`config.mk`:
```
export PLATFORM = sky130hd
export DESIGN_NAME = coh_dir_top
export DESIGN_NICKNAME = d
export VERILOG_FILES = /design/src/rtl/coh_dir_pkg.sv /design/src/rtl/low_pick.sv /design/src/rtl/dir_store.sv /design/src/rtl/dir_engine.sv /design/src/rtl/coh_dir_top.sv
export SDC_FILE = /design/constraint.sdc
export NUM_CORES = 1
export LEC_CHECK = 0
export CORE_MARGIN = 1.5
export CORE_UTILIZATION = 55
export DETAILED_ROUTE_END_ITERATION = 10
export GPL_ROUTABILITY_DRIVEN = 1
export PLACE_DENSITY_LB_ADDON = 0.1
export SKIP_LAST_GASP = 1
export SYNTH_ARGS = -nofsm -noshare
export SYNTH_HDL_FRONTEND = slang
export SYNTH_SLANG_ARGS = --single-unit
```
`constraint.sdc`:
```
create_clock -name clk -period 6.1 [get_ports clk]
set_input_delay 0.61 -clock clk [delete_from_list [all_inputs] [get_ports clk]]
set_output_delay 0.61 -clock clk [all_outputs]
set_load 0.01 [all_outputs]
```
`src/rtl/coh_dir_pkg.sv`:
```
package coh_dir_pkg;
  typedef enum logic [1:0] {
    DS_UNC = 2'd0,
    DS_SHR = 2'd1,
    DS_OWN = 2'd2,
    DS_MOD = 2'd3
  } dstate_e;

  typedef enum logic [1:0] {
    PK_FETCH = 2'd0,
    PK_FINV  = 2'd1,
    PK_INV   = 2'd2
  } pkind_e;

  localparam logic RK_WB  = 1'b0;
  localparam logic RK_ACK = 1'b1;

  typedef enum logic [3:0] {
    E_IDLE, E_DECIDE, E_MREQ, E_MWAIT, E_FETCH,
    E_WBWAIT, E_FINV, E_INV, E_ACKW, E_REPLY
  } phase_e;
endpackage

```
`src/rtl/low_pick.sv`:
```
module low_pick #(
  parameter int W = 4,
  localparam int IW = (W > 1) ? $clog2(W) : 1
) (
  input  logic [W-1:0]  mask,
  output logic [IW-1:0] idx
);
  always_comb begin
    idx = '0;
    for (int i = W - 1; i >= 0; i--) begin
      if (mask[i]) idx = IW'(i);
    end
  end
endmodule

```
`src/rtl/dir_store.sv`:
```
module dir_store
  import coh_dir_pkg::*;
#(
  parameter int CORES = 4,
  parameter int LINES = 16,
  localparam int LW = (LINES > 1) ? $clog2(LINES) : 1
) (
  input  logic             clk,
  input  logic             rst_n,
  input  logic [LW-1:0]    rd_idx,
  output dstate_e          rd_state,
  output logic [CORES-1:0] rd_pres,
  input  logic             wr_en,
  input  logic [LW-1:0]    wr_idx,
  input  dstate_e          wr_state,
  input  logic [CORES-1:0] wr_pres
);
  dstate_e          st_q [LINES];
  logic [CORES-1:0] pr_q [LINES];

  for (genvar g = 0; g < LINES; g++) begin : g_ent
    always_ff @(posedge clk or negedge rst_n) begin
      if (!rst_n) begin
        st_q[g] <= DS_UNC;
        pr_q[g] <= '0;
      end else if (wr_en && wr_idx == LW'(g)) begin
        st_q[g] <= wr_state;
        pr_q[g] <= wr_pres;
      end
    end

    a_r1_unc_empty: assert property (@(posedge clk) disable iff (!rst_n)
      (st_q[g] == DS_UNC) |-> (pr_q[g] == '0));
    a_r6_mod_single_owner: assert property (@(posedge clk) disable iff (!rst_n)
      (st_q[g] == DS_MOD) |-> $onehot(pr_q[g]));
    a_r5_owned_has_copies: assert property (@(posedge clk) disable iff (!rst_n)
      (st_q[g] == DS_OWN) |-> ($countones(pr_q[g]) >= 2));
  end

  assign rd_state = st_q[rd_idx];
  assign rd_pres  = pr_q[rd_idx];
endmodule

```
`src/rtl/dir_engine.sv`:
```
module dir_engine
  import coh_dir_pkg::*;
#(
  parameter int CORES = 4,
  parameter int LINES = 16,
  localparam int CW = (CORES > 1) ? $clog2(CORES) : 1,
  localparam int LW = (LINES > 1) ? $clog2(LINES) : 1
) (
  input  logic             clk,
  input  logic             rst_n,
  input  logic             req_valid,
  output logic             req_ready,
  input  logic             req_write,
  input  logic [CW-1:0]    req_core,
  input  logic [LW-1:0]    req_line,
  output logic             prb_valid,
  input  logic             prb_ready,
  output logic [1:0]       prb_kind,
  output logic [CW-1:0]    prb_core,
  output logic [CW-1:0]    prb_req,
  output logic [LW-1:0]    prb_line,
  input  logic             rsp_valid,
  output logic             rsp_ready,
  input  logic             rsp_kind,
  input  logic [CW-1:0]    rsp_core,
  input  logic [LW-1:0]    rsp_line,
  output logic             rpl_valid,
  input  logic             rpl_ready,
  output logic [CW-1:0]    rpl_core,
  output logic [LW-1:0]    rpl_line,
  output logic             rpl_excl,
  output logic             mem_req_valid,
  input  logic             mem_req_ready,
  output logic [LW-1:0]    mem_req_line,
  input  logic             mem_fill_valid,
  output logic             mem_fill_ready,
  input  logic [LW-1:0]    mem_fill_line,
  output logic [LW-1:0]    st_rd_idx,
  input  dstate_e          st_rd_state,
  input  logic [CORES-1:0] st_rd_pres,
  output logic             st_wr_en,
  output logic [LW-1:0]    st_wr_idx,
  output dstate_e          st_wr_state,
  output logic [CORES-1:0] st_wr_pres
);
  phase_e           ph_q;
  logic [CW-1:0]    cur_core_q, owner_q;
  logic [LW-1:0]    cur_line_q;
  logic             cur_wr_q;
  dstate_e          cur_st_q, new_st_q;
  logic [CORES-1:0] cur_pres_q, new_pres_q, tosend_q, await_q;

  logic [CORES-1:0] reqbit, others, inv_oh, rsp_oh;
  logic [CW-1:0]    own_idx, inv_idx;

  assign reqbit = CORES'(1) << cur_core_q;
  assign others = cur_pres_q & ~reqbit;
  assign inv_oh = CORES'(1) << inv_idx;
  assign rsp_oh = CORES'(1) << rsp_core;

  low_pick #(.W(CORES)) u_own (.mask(cur_pres_q), .idx(own_idx));
  low_pick #(.W(CORES)) u_inv (.mask(tosend_q),   .idx(inv_idx));

  always_ff @(posedge clk or negedge rst_n) begin
    if (!rst_n) begin
      ph_q       <= E_IDLE;
      cur_core_q <= '0;
      owner_q    <= '0;
      cur_line_q <= '0;
      cur_wr_q   <= 1'b0;
      cur_st_q   <= DS_UNC;
      new_st_q   <= DS_UNC;
      cur_pres_q <= '0;
      new_pres_q <= '0;
      tosend_q   <= '0;
      await_q    <= '0;
    end else begin
      unique case (ph_q)
        E_IDLE: if (req_valid) begin
          cur_core_q <= req_core;
          cur_line_q <= req_line;
          cur_wr_q   <= req_write;
          cur_st_q   <= st_rd_state;
          cur_pres_q <= st_rd_pres;
          ph_q       <= E_DECIDE;
        end
        E_DECIDE: begin
          owner_q <= own_idx;
          unique case (cur_st_q)
            DS_UNC: ph_q <= E_MREQ;
            DS_SHR, DS_OWN: begin
              if (!cur_wr_q) begin
                new_st_q   <= cur_st_q;
                new_pres_q <= cur_pres_q | reqbit;
                ph_q       <= E_REPLY;
              end else if (others == '0) begin
                new_st_q   <= DS_MOD;
                new_pres_q <= reqbit;
                ph_q       <= E_REPLY;
              end else begin
                tosend_q <= others;
                await_q  <= others;
                ph_q     <= E_INV;
              end
            end
            default: begin
              if (own_idx == cur_core_q) begin
                new_st_q   <= DS_MOD;
                new_pres_q <= cur_pres_q;
                ph_q       <= E_REPLY;
              end else begin
                ph_q <= cur_wr_q ? E_FINV : E_FETCH;
              end
            end
          endcase
        end
        E_MREQ: if (mem_req_ready) ph_q <= E_MWAIT;
        E_MWAIT: if (mem_fill_valid && mem_fill_line == cur_line_q) begin
          new_st_q   <= cur_wr_q ? DS_MOD : DS_SHR;
          new_pres_q <= reqbit;
          ph_q       <= E_REPLY;
        end
        E_FETCH: if (prb_ready) ph_q <= E_WBWAIT;
        E_WBWAIT: if (rsp_valid && rsp_kind == RK_WB && rsp_core == owner_q
                      && rsp_line == cur_line_q) begin
          new_st_q   <= DS_OWN;
          new_pres_q <= cur_pres_q | reqbit;
          ph_q       <= E_REPLY;
        end
        E_FINV: if (prb_ready) ph_q <= E_IDLE;
        E_INV: if (prb_ready) begin
          tosend_q <= tosend_q & ~inv_oh;
          if ((tosend_q & ~inv_oh) == '0) ph_q <= E_ACKW;
        end
        E_ACKW: if (rsp_valid && rsp_kind == RK_ACK && rsp_line == cur_line_q
                    && (await_q & rsp_oh) != '0) begin
          await_q <= await_q & ~rsp_oh;
          if ((await_q & ~rsp_oh) == '0) begin
            new_st_q   <= DS_MOD;
            new_pres_q <= reqbit;
            ph_q       <= E_REPLY;
          end
        end
        E_REPLY: if (rpl_ready) ph_q <= E_IDLE;
        default: ph_q <= E_IDLE;
      endcase
    end
  end

  always_comb begin
    prb_kind = PK_FETCH;
    if (ph_q == E_FINV) prb_kind = PK_FINV;
    else if (ph_q == E_INV) prb_kind = PK_INV;
  end

  assign req_ready      = (ph_q == E_IDLE);
  assign prb_valid      = (ph_q == E_FETCH) || (ph_q == E_FINV) || (ph_q == E_INV);
  assign prb_core       = (ph_q == E_INV) ? inv_idx : owner_q;
  assign prb_req        = cur_core_q;
  assign prb_line       = cur_line_q;
  assign rsp_ready      = (ph_q == E_WBWAIT) || (ph_q == E_ACKW);
  assign rpl_valid      = (ph_q == E_REPLY);
  assign rpl_core       = cur_core_q;
  assign rpl_line       = cur_line_q;
  assign rpl_excl       = (new_st_q == DS_MOD);
  assign mem_req_valid  = (ph_q == E_MREQ);
  assign mem_req_line   = cur_line_q;
  assign mem_fill_ready = (ph_q == E_MWAIT);

  assign st_rd_idx   = req_line;
  assign st_wr_en    = (rpl_valid && rpl_ready) || (ph_q == E_FINV && prb_ready);
  assign st_wr_idx   = cur_line_q;
  assign st_wr_state = (ph_q == E_FINV) ? DS_MOD : new_st_q;
  assign st_wr_pres  = (ph_q == E_FINV) ? reqbit : new_pres_q;

  a_r9_busy_after_accept: assert property (@(posedge clk) disable iff (!rst_n)
    (req_valid && req_ready) |=> !req_ready);
  a_r10_probe_hold: assert property (@(posedge clk) disable iff (!rst_n)
    (prb_valid && !prb_ready) |=> (prb_valid && $stable(prb_core)
                                   && $stable(prb_kind) && $stable(prb_line)));
  a_r10_reply_hold: assert property (@(posedge clk) disable iff (!rst_n)
    (rpl_valid && !rpl_ready) |=> (rpl_valid && $stable(rpl_core)
                                   && $stable(rpl_excl) && $stable(rpl_line)));
  a_r10_mem_hold: assert property (@(posedge clk) disable iff (!rst_n)
    (mem_req_valid && !mem_req_ready) |=> (mem_req_valid && $stable(mem_req_line)));
  a_r7_no_self_probe: assert property (@(posedge clk) disable iff (!rst_n)
    prb_valid |-> (prb_core != prb_req));
  a_r7_inv_to_sharer: assert property (@(posedge clk) disable iff (!rst_n)
    (prb_valid && prb_kind == PK_INV) |-> cur_pres_q[prb_core]);
endmodule

```
`src/rtl/coh_dir_top.sv`:
```
module coh_dir_top
  import coh_dir_pkg::*;
#(
  parameter int CORES = 4,
  parameter int LINES = 16,
  localparam int CW = (CORES > 1) ? $clog2(CORES) : 1,
  localparam int LW = (LINES > 1) ? $clog2(LINES) : 1
) (
  input  logic          clk,
  input  logic          rst_n,
  input  logic          req_valid,
  output logic          req_ready,
  input  logic          req_write,
  input  logic [CW-1:0] req_core,
  input  logic [LW-1:0] req_line,
  output logic          prb_valid,
  input  logic          prb_ready,
  output logic [1:0]    prb_kind,
  output logic [CW-1:0] prb_core,
  output logic [CW-1:0] prb_req,
  output logic [LW-1:0] prb_line,
  input  logic          rsp_valid,
  output logic          rsp_ready,
  input  logic          rsp_kind,
  input  logic [CW-1:0] rsp_core,
  input  logic [LW-1:0] rsp_line,
  output logic          rpl_valid,
  input  logic          rpl_ready,
  output logic [CW-1:0] rpl_core,
  output logic [LW-1:0] rpl_line,
  output logic          rpl_excl,
  output logic          mem_req_valid,
  input  logic          mem_req_ready,
  output logic [LW-1:0] mem_req_line,
  input  logic          mem_fill_valid,
  output logic          mem_fill_ready,
  input  logic [LW-1:0] mem_fill_line
);
  logic [LW-1:0]    rd_idx, wr_idx;
  dstate_e          rd_state, wr_state;
  logic [CORES-1:0] rd_pres, wr_pres;
  logic             wr_en;

  dir_store #(.CORES(CORES), .LINES(LINES)) u_store (
    .clk(clk), .rst_n(rst_n),
    .rd_idx(rd_idx), .rd_state(rd_state), .rd_pres(rd_pres),
    .wr_en(wr_en), .wr_idx(wr_idx), .wr_state(wr_state), .wr_pres(wr_pres)
  );

  dir_engine #(.CORES(CORES), .LINES(LINES)) u_eng (
    .clk(clk), .rst_n(rst_n),
    .req_valid(req_valid), .req_ready(req_ready), .req_write(req_write),
    .req_core(req_core), .req_line(req_line),
    .prb_valid(prb_valid), .prb_ready(prb_ready), .prb_kind(prb_kind),
    .prb_core(prb_core), .prb_req(prb_req), .prb_line(prb_line),
    .rsp_valid(rsp_valid), .rsp_ready(rsp_ready), .rsp_kind(rsp_kind),
    .rsp_core(rsp_core), .rsp_line(rsp_line),
    .rpl_valid(rpl_valid), .rpl_ready(rpl_ready), .rpl_core(rpl_core),
    .rpl_line(rpl_line), .rpl_excl(rpl_excl),
    .mem_req_valid(mem_req_valid), .mem_req_ready(mem_req_ready),
    .mem_req_line(mem_req_line),
    .mem_fill_valid(mem_fill_valid), .mem_fill_ready(mem_fill_ready),
    .mem_fill_line(mem_fill_line),
    .st_rd_idx(rd_idx), .st_rd_state(rd_state), .st_rd_pres(rd_pres),
    .st_wr_en(wr_en), .st_wr_idx(wr_idx), .st_wr_state(wr_state),
    .st_wr_pres(wr_pres)
  );
endmodule

```
Word level (Yosys, flattened, before mapping)
Index checks and enable logic that the tools add are counted.
{ "classes": {"eq_ne": 48, "order_cmp": 1, "muxes": 62, "reduce_logical": 45, "n_shift": 3, "bitwise_logic": 10} }
{ "ops": {"columns": ["op", "count"], "rows": [
  ["two-way mux 4 bit", 29],
  ["two-way mux 2 bit", 23],
  ["equality test 4 bit (second input constant)", 10],
  ["one-hot mux 4 bit (10 select lines)", 1],
  ["equality test 4 x 3 -> 1 bit (second input constant)", 8],
  ["one-hot mux 4 bit (2 select lines)", 4],
  ["logical AND 1 bit", 25],
  ["zero test 4 bit", 5],
  ["bitwise AND 4 bit", 4],
  ["binary-select mux 4 bit (select 4 bit)", 1],
  ["equality test 4 x 2 -> 1 bit (second input constant)", 4],
  ["inequality test 2 x 1 -> 1 bit (second input constant)", 8],
  ["one-hot mux 4 bit (4 select lines)", 1],
  ["inequality test 2 bit (second input constant)", 7],
  ["NOT 4 bit", 3],
  ["left shift 1 x 2 -> 4 bit (first input constant)", 3],
  ["AND reduction 11 bit", 1],
  ["AND reduction 5 bit", 2],
  ["binary-select mux 2 bit (select 4 bit)", 1],
  ["equality test 4 x 1 -> 1 bit (second input constant)", 2],
  ["equality test 4 bit", 2],
  ["one-hot mux 2 bit (4 select lines)", 1],
  ["AND reduction 8 bit", 1],
  ["nonzero test 4 bit", 2],
  ["15 further kinds", 21]
]} }
{ "totals": {"regBits": 129} }

Depth between registers and ports, before layout
{ "depth": {"word_depth": 11, "mapped_depth": 9} }

Modules after synthesis
Synthesis repeated with hierarchy kept, for this count alone.
{ "hier_totals": {"cells_unflattened": 554, "hier_area_um2": 6841.6} }
{ "by_module_without_submodules": {"columns": ["mod", "instances", "area_per_inst_um2", "cells_per_inst"], "rows": [
  ["dir_store", 1, 4370.4, 281],
  ["dir_engine", 1, 2416.1, 263],
  ["low_pick", 2, 27.5, 5]
]} }

Worst setup path before layout
No wires, ideal clock.
{ "synth_path": {"kind": "input-to-reg", "start": "input req_line[0]", "end": "register u_eng.cur_pres_q[0]", "setup_time_ns": 0.125, "arrival_time_ns": 2.508, "cell_stages": 5, "slack_ns": 3.467, "cell_sequence": "clkbuf_1 buf_2 mux4_2 mux4_2 mux2_2"} }
{ "synth_between": {"elab_chain_len": 4} }
{ "synth_rtl": {"columns": ["element", "line_no", "rtl"], "rows": [
  ["start: declaration", "coh_dir_top.sv:15", "input logic [LW-1:0] req_line,"],
  ["NOT 4 -> 5 bit (not written as such)", "dir_store.sv:41", "assign rd_pres = pr_q[rd_idx];"],
  ["binary-select mux 4 bit (select 4 bit)", "dir_store.sv:41", null],
  ["two-way mux 4 bit (not written as such) (2 in a row)", "dir_store.sv:41", null],
  ["end signal: assignment", "dir_engine.sv:84", "cur_pres_q <= st_rd_pres;"],
  ["end: declaration", "dir_engine.sv:51", "logic [CORES-1:0] cur_pres_q, new_pres_q, tosend_q, await_q;"]
]} }
No other way between the ends. The select of a mux whose other input is x is not followed.
A chain may end at the register's enable or synchronous reset.

Worst setup path in the final report
{ "layout_path": {"start": "register u_eng.ph_q[1]", "end": "output prb_core[0]"} }
{ "layout_between": {"elab_chain_len": 2} }
{ "layout_rtl": {"columns": ["element", "line_no", "rtl"], "rows": [
  ["start: declaration", "dir_engine.sv:46", "phase_e ph_q;"],
  ["start signal: assignment", "dir_engine.sv:112", "ph_q <= cur_wr_q ? E_FINV : E_FETCH;"],
  ["equality test 4 x 3 -> 1 bit", "dir_engine.sv:158", "assign prb_core = (ph_q == E_INV) ? inv_idx : owner_q;"],
  ["two-way mux 2 bit", "dir_engine.sv:158", null],
  ["end: declaration", "coh_dir_top.sv:19", "output logic [CW-1:0] prb_core,"]
]} }
No other way between the ends.

==> flow_summary.ini <==
[placed_design]
gp_congestion = 0.9073
io_buffers = 52
dp_slack_ns = 2.862
place_hpwl_mm = 11.06

[synth]
async_flop_share_pct = 100.0
synth_ff_type = dfrtp_1
synth_seq_cells = 129
synth_cell_types = 58
synth-edff-count = 0
ys_seq_area_share_pct = 48.61
synth_area_mm2 = 0.006641
synth_nets = 683
postSynthAreaPerCell_um2 = 10.14
syn-instance-count = 655
yosys_warnings = 0

[timing]
finalClockSkew_ns = 0.01119
hold_viol = 0
hold_ws_ns = 0.2881
timing.fmax_ghz = 0.3017
slew_headroom_pct = 17.19
fin_crit_ns = 3.315
timing.final.max_slew_violations = 0
finalCritPeriodShare_pct = 54.34
worstMarginPinSlew_ns = 1.238
setup_ws_ns = 2.785
rsz0062_at_grt = false
fin_tns_setup_ns = 0
finalSetupViolations = 0

[power]
vdd_drop_max_mv = 0.2461
leakage_uw = 0.003335
finalPower_uw = 3550
powerDensity_mw_per_mm2 = 462.0

[global_routing]
grt_first_pass_wirelength_mm = 26.77
overflow = 0
grt_pass1_vias = 5063
grt_max_degree = 70
antenna_found_initial = 0
grtUsageTotal_pct = 27.42

[route]
drt-total-wl_mm = 15.96
num_vias = 5043
wl_per_cell_um = 19.32
drc = 0
drt-pass1-iter-count = 5
antenna_left = 0
viasPerCell = 6.105
drt_iter0_drc = 639

[clocking]
postCtsHoldBufs = 0
worstSkewPairLatency_ns = 0.41
clock_path_buffers = 2
cts_tree = built
ctsHtreeMaxLevel = 4
cts_root_buffer = clkbuf_16
clock_sinks = 129
cts_buffers = 17
path_clk_slew_ns = 0.06
cts_setup_buffers = 0
cts_resized = 0

[die]
core-area_mm2 = 0.01161
rows = 39
io_pins = 53
dieArea_mm2 = 0.01274
die_h_um = 112.9
die_w_um = 112.9
start_util_pct = 57.19

[worst_setup_path]
cp_max_fo = 25
worstPathRequired_ns = 5.49
endpoint_kind = output port
worstSetupPathType = reg2out
start_kind = register
cp.arrival_ns = 2.70

[flow_run]
maxCapViolCount = 0

[layout]
syn_to_final_growth_pct = 15.71
finalNetCount = 698
antenna_cells = 0
drive_above_1_share_pct = 14.35
final_util_pct = 66.17

[outcome]
status = completed

[worst_hold_path]
hp-class = in2async
worst max-delay path, cell delays in order (launching register included):
cell	delay (ns)
dfrtp_1	0.81
nand3_1	0.43
inv_1	0.25
o21ai_0	0.10
o21ai_0	0.14
clkdlybuf4s50_1	0.55
synthesized netlist by cell type, drive strengths merged, types with 8 or more instances:
master	number	share of area [%]
buf	26	2.3
mux4	31	11
nor3	9	0.75
dfrtp	129	49
clkbuf	33	1.9
inv	12	0.68
nor2b	10	0.94
o21ai	56	4.2
mux2	19	3.2
nand2b	8	0.75
nor4	8	1.2
nand2	66	3.7
nor2	83	4.7
a21oi	84	6.3
xnor2	9	1.2
kinds of logic (layout without fill, tap and decap cells):
| group | after synthesis | in the layout | share of synthesized area (%) |
|---|---|---|---|
| AO/OA/AOI/OAI | 171 | 171 | 14.75 |
| buffers and inverters | 71 | 99 | 4.879 |
| flip-flops | 129 | 129 | 48.61 |
| XOR/XNOR | 11 | 11 | 1.451 |
| multiplexers | 51 | 51 | 13.88 |
| adder cells (fa/ha/maj) | 3 | 3 | 0.5275 |
| AND/OR/NAND/NOR | 219 | 219 | 15.90 |
power by group:
part / internal [uW] / total [uW] / switching [uW]
Combinational: 567 / 1170 / 602
Sequential: 1080 / 1370 / 292
Clock: 653 / 1010 / 357
Total: 2300 / 3550 / 1250
area by class of cell:
type                       count  area (um2)
inverter                      12       45.04
multi-input combinational    455        3095
clock inverter                 9       103.9
tap                          143       178.9
sequential                   129        3228
clock buffer                  23       498.0
fill                         894        3929
timing repair buffer          55       535.5
final timing paths:
path	startpoint	end	slack (ns)	depth (start not counted)
min	rst_n	u_eng.ph_q[0]	0.29	1
max	u_eng.ph_q[1]	prb_core[0]	2.79	5
min reg2reg	u_store.st_q[1]	u_store.st_q[1]	0.47	2
min in group clk	u_store.st_q[1]	u_store.st_q[1]	0.47	2
max in group asynchronous	rst_n	u_eng.owner_q[1]	4.47	2
max reg2reg	u_eng.ph_q[1]	u_store.pr_q[40]	3.02	6
cell usage in the layout (no fill, tap or decap), types with 3 or more instances in the layout:
| cell | netlist | final |
|---|---|---|
| and3_1 | 4 | 4 |
| clkdlybuf4s50_1 | 0 | 50 |
| a21oi_1 | 84 | 84 |
| nor3b_1 | 3 | 3 |
| nor2b_1 | 10 | 10 |
| nand3_1 | 6 | 6 |
| nor2_1 | 83 | 83 |
| clkinv_2 | 0 | 4 |
| buf_4 | 12 | 4 |
| mux2_2 | 19 | 19 |
| nor3_1 | 8 | 8 |
| xnor2_1 | 9 | 9 |
| nand2_1 | 66 | 66 |
| or3_1 | 5 | 5 |
| clkbuf_16 | 0 | 17 |
| a31oi_1 | 3 | 3 |
| nor4_1 | 5 | 5 |
| o221ai_1 | 3 | 3 |
| o21ai_0 | 56 | 56 |
| mux4_2 | 31 | 31 |
| dfrtp_1 | 129 | 129 |
| inv_1 | 11 | 11 |
| clkbuf_8 | 0 | 5 |
| a32o_1 | 7 | 7 |
| nand2b_1 | 8 | 8 |
stage by stage:
step / std cells / area, um2
final: 826 / 7685
after floorplan: 655 / 6641
after CTS: 826 / 7685
after global placement: 794 / 7083
after detailed placement: 794 / 7083
after global routing: 826 / 7685
metal layers:
| metal | share of wire (%) | vias to the layer above | global-route usage [%] |
|---|---|---|---|
| li1 | - | 2357 | - |
| met1 | 43 | 2463 | 36.45 |
| met2 | 48 | 183 | 44.15 |
| met3 | 5.2 | 40 | 5.892 |
| met4 | 3.5 | 0 | 11.92 |
| met5 | 0 | - | 0 |
sequential cells by signal, summed over array words and instances (netlist names), 4 cells and up:
signal	cells
u_eng.await_q	4
u_eng.cur_pres_q	4
u_eng.mem_req_line	4
u_eng.new_pres_q	4
u_eng.ph_q	4
u_eng.tosend_q	4
u_store.pr_q	64
u_store.st_q	32
Power figures use the tool's default switching activity.
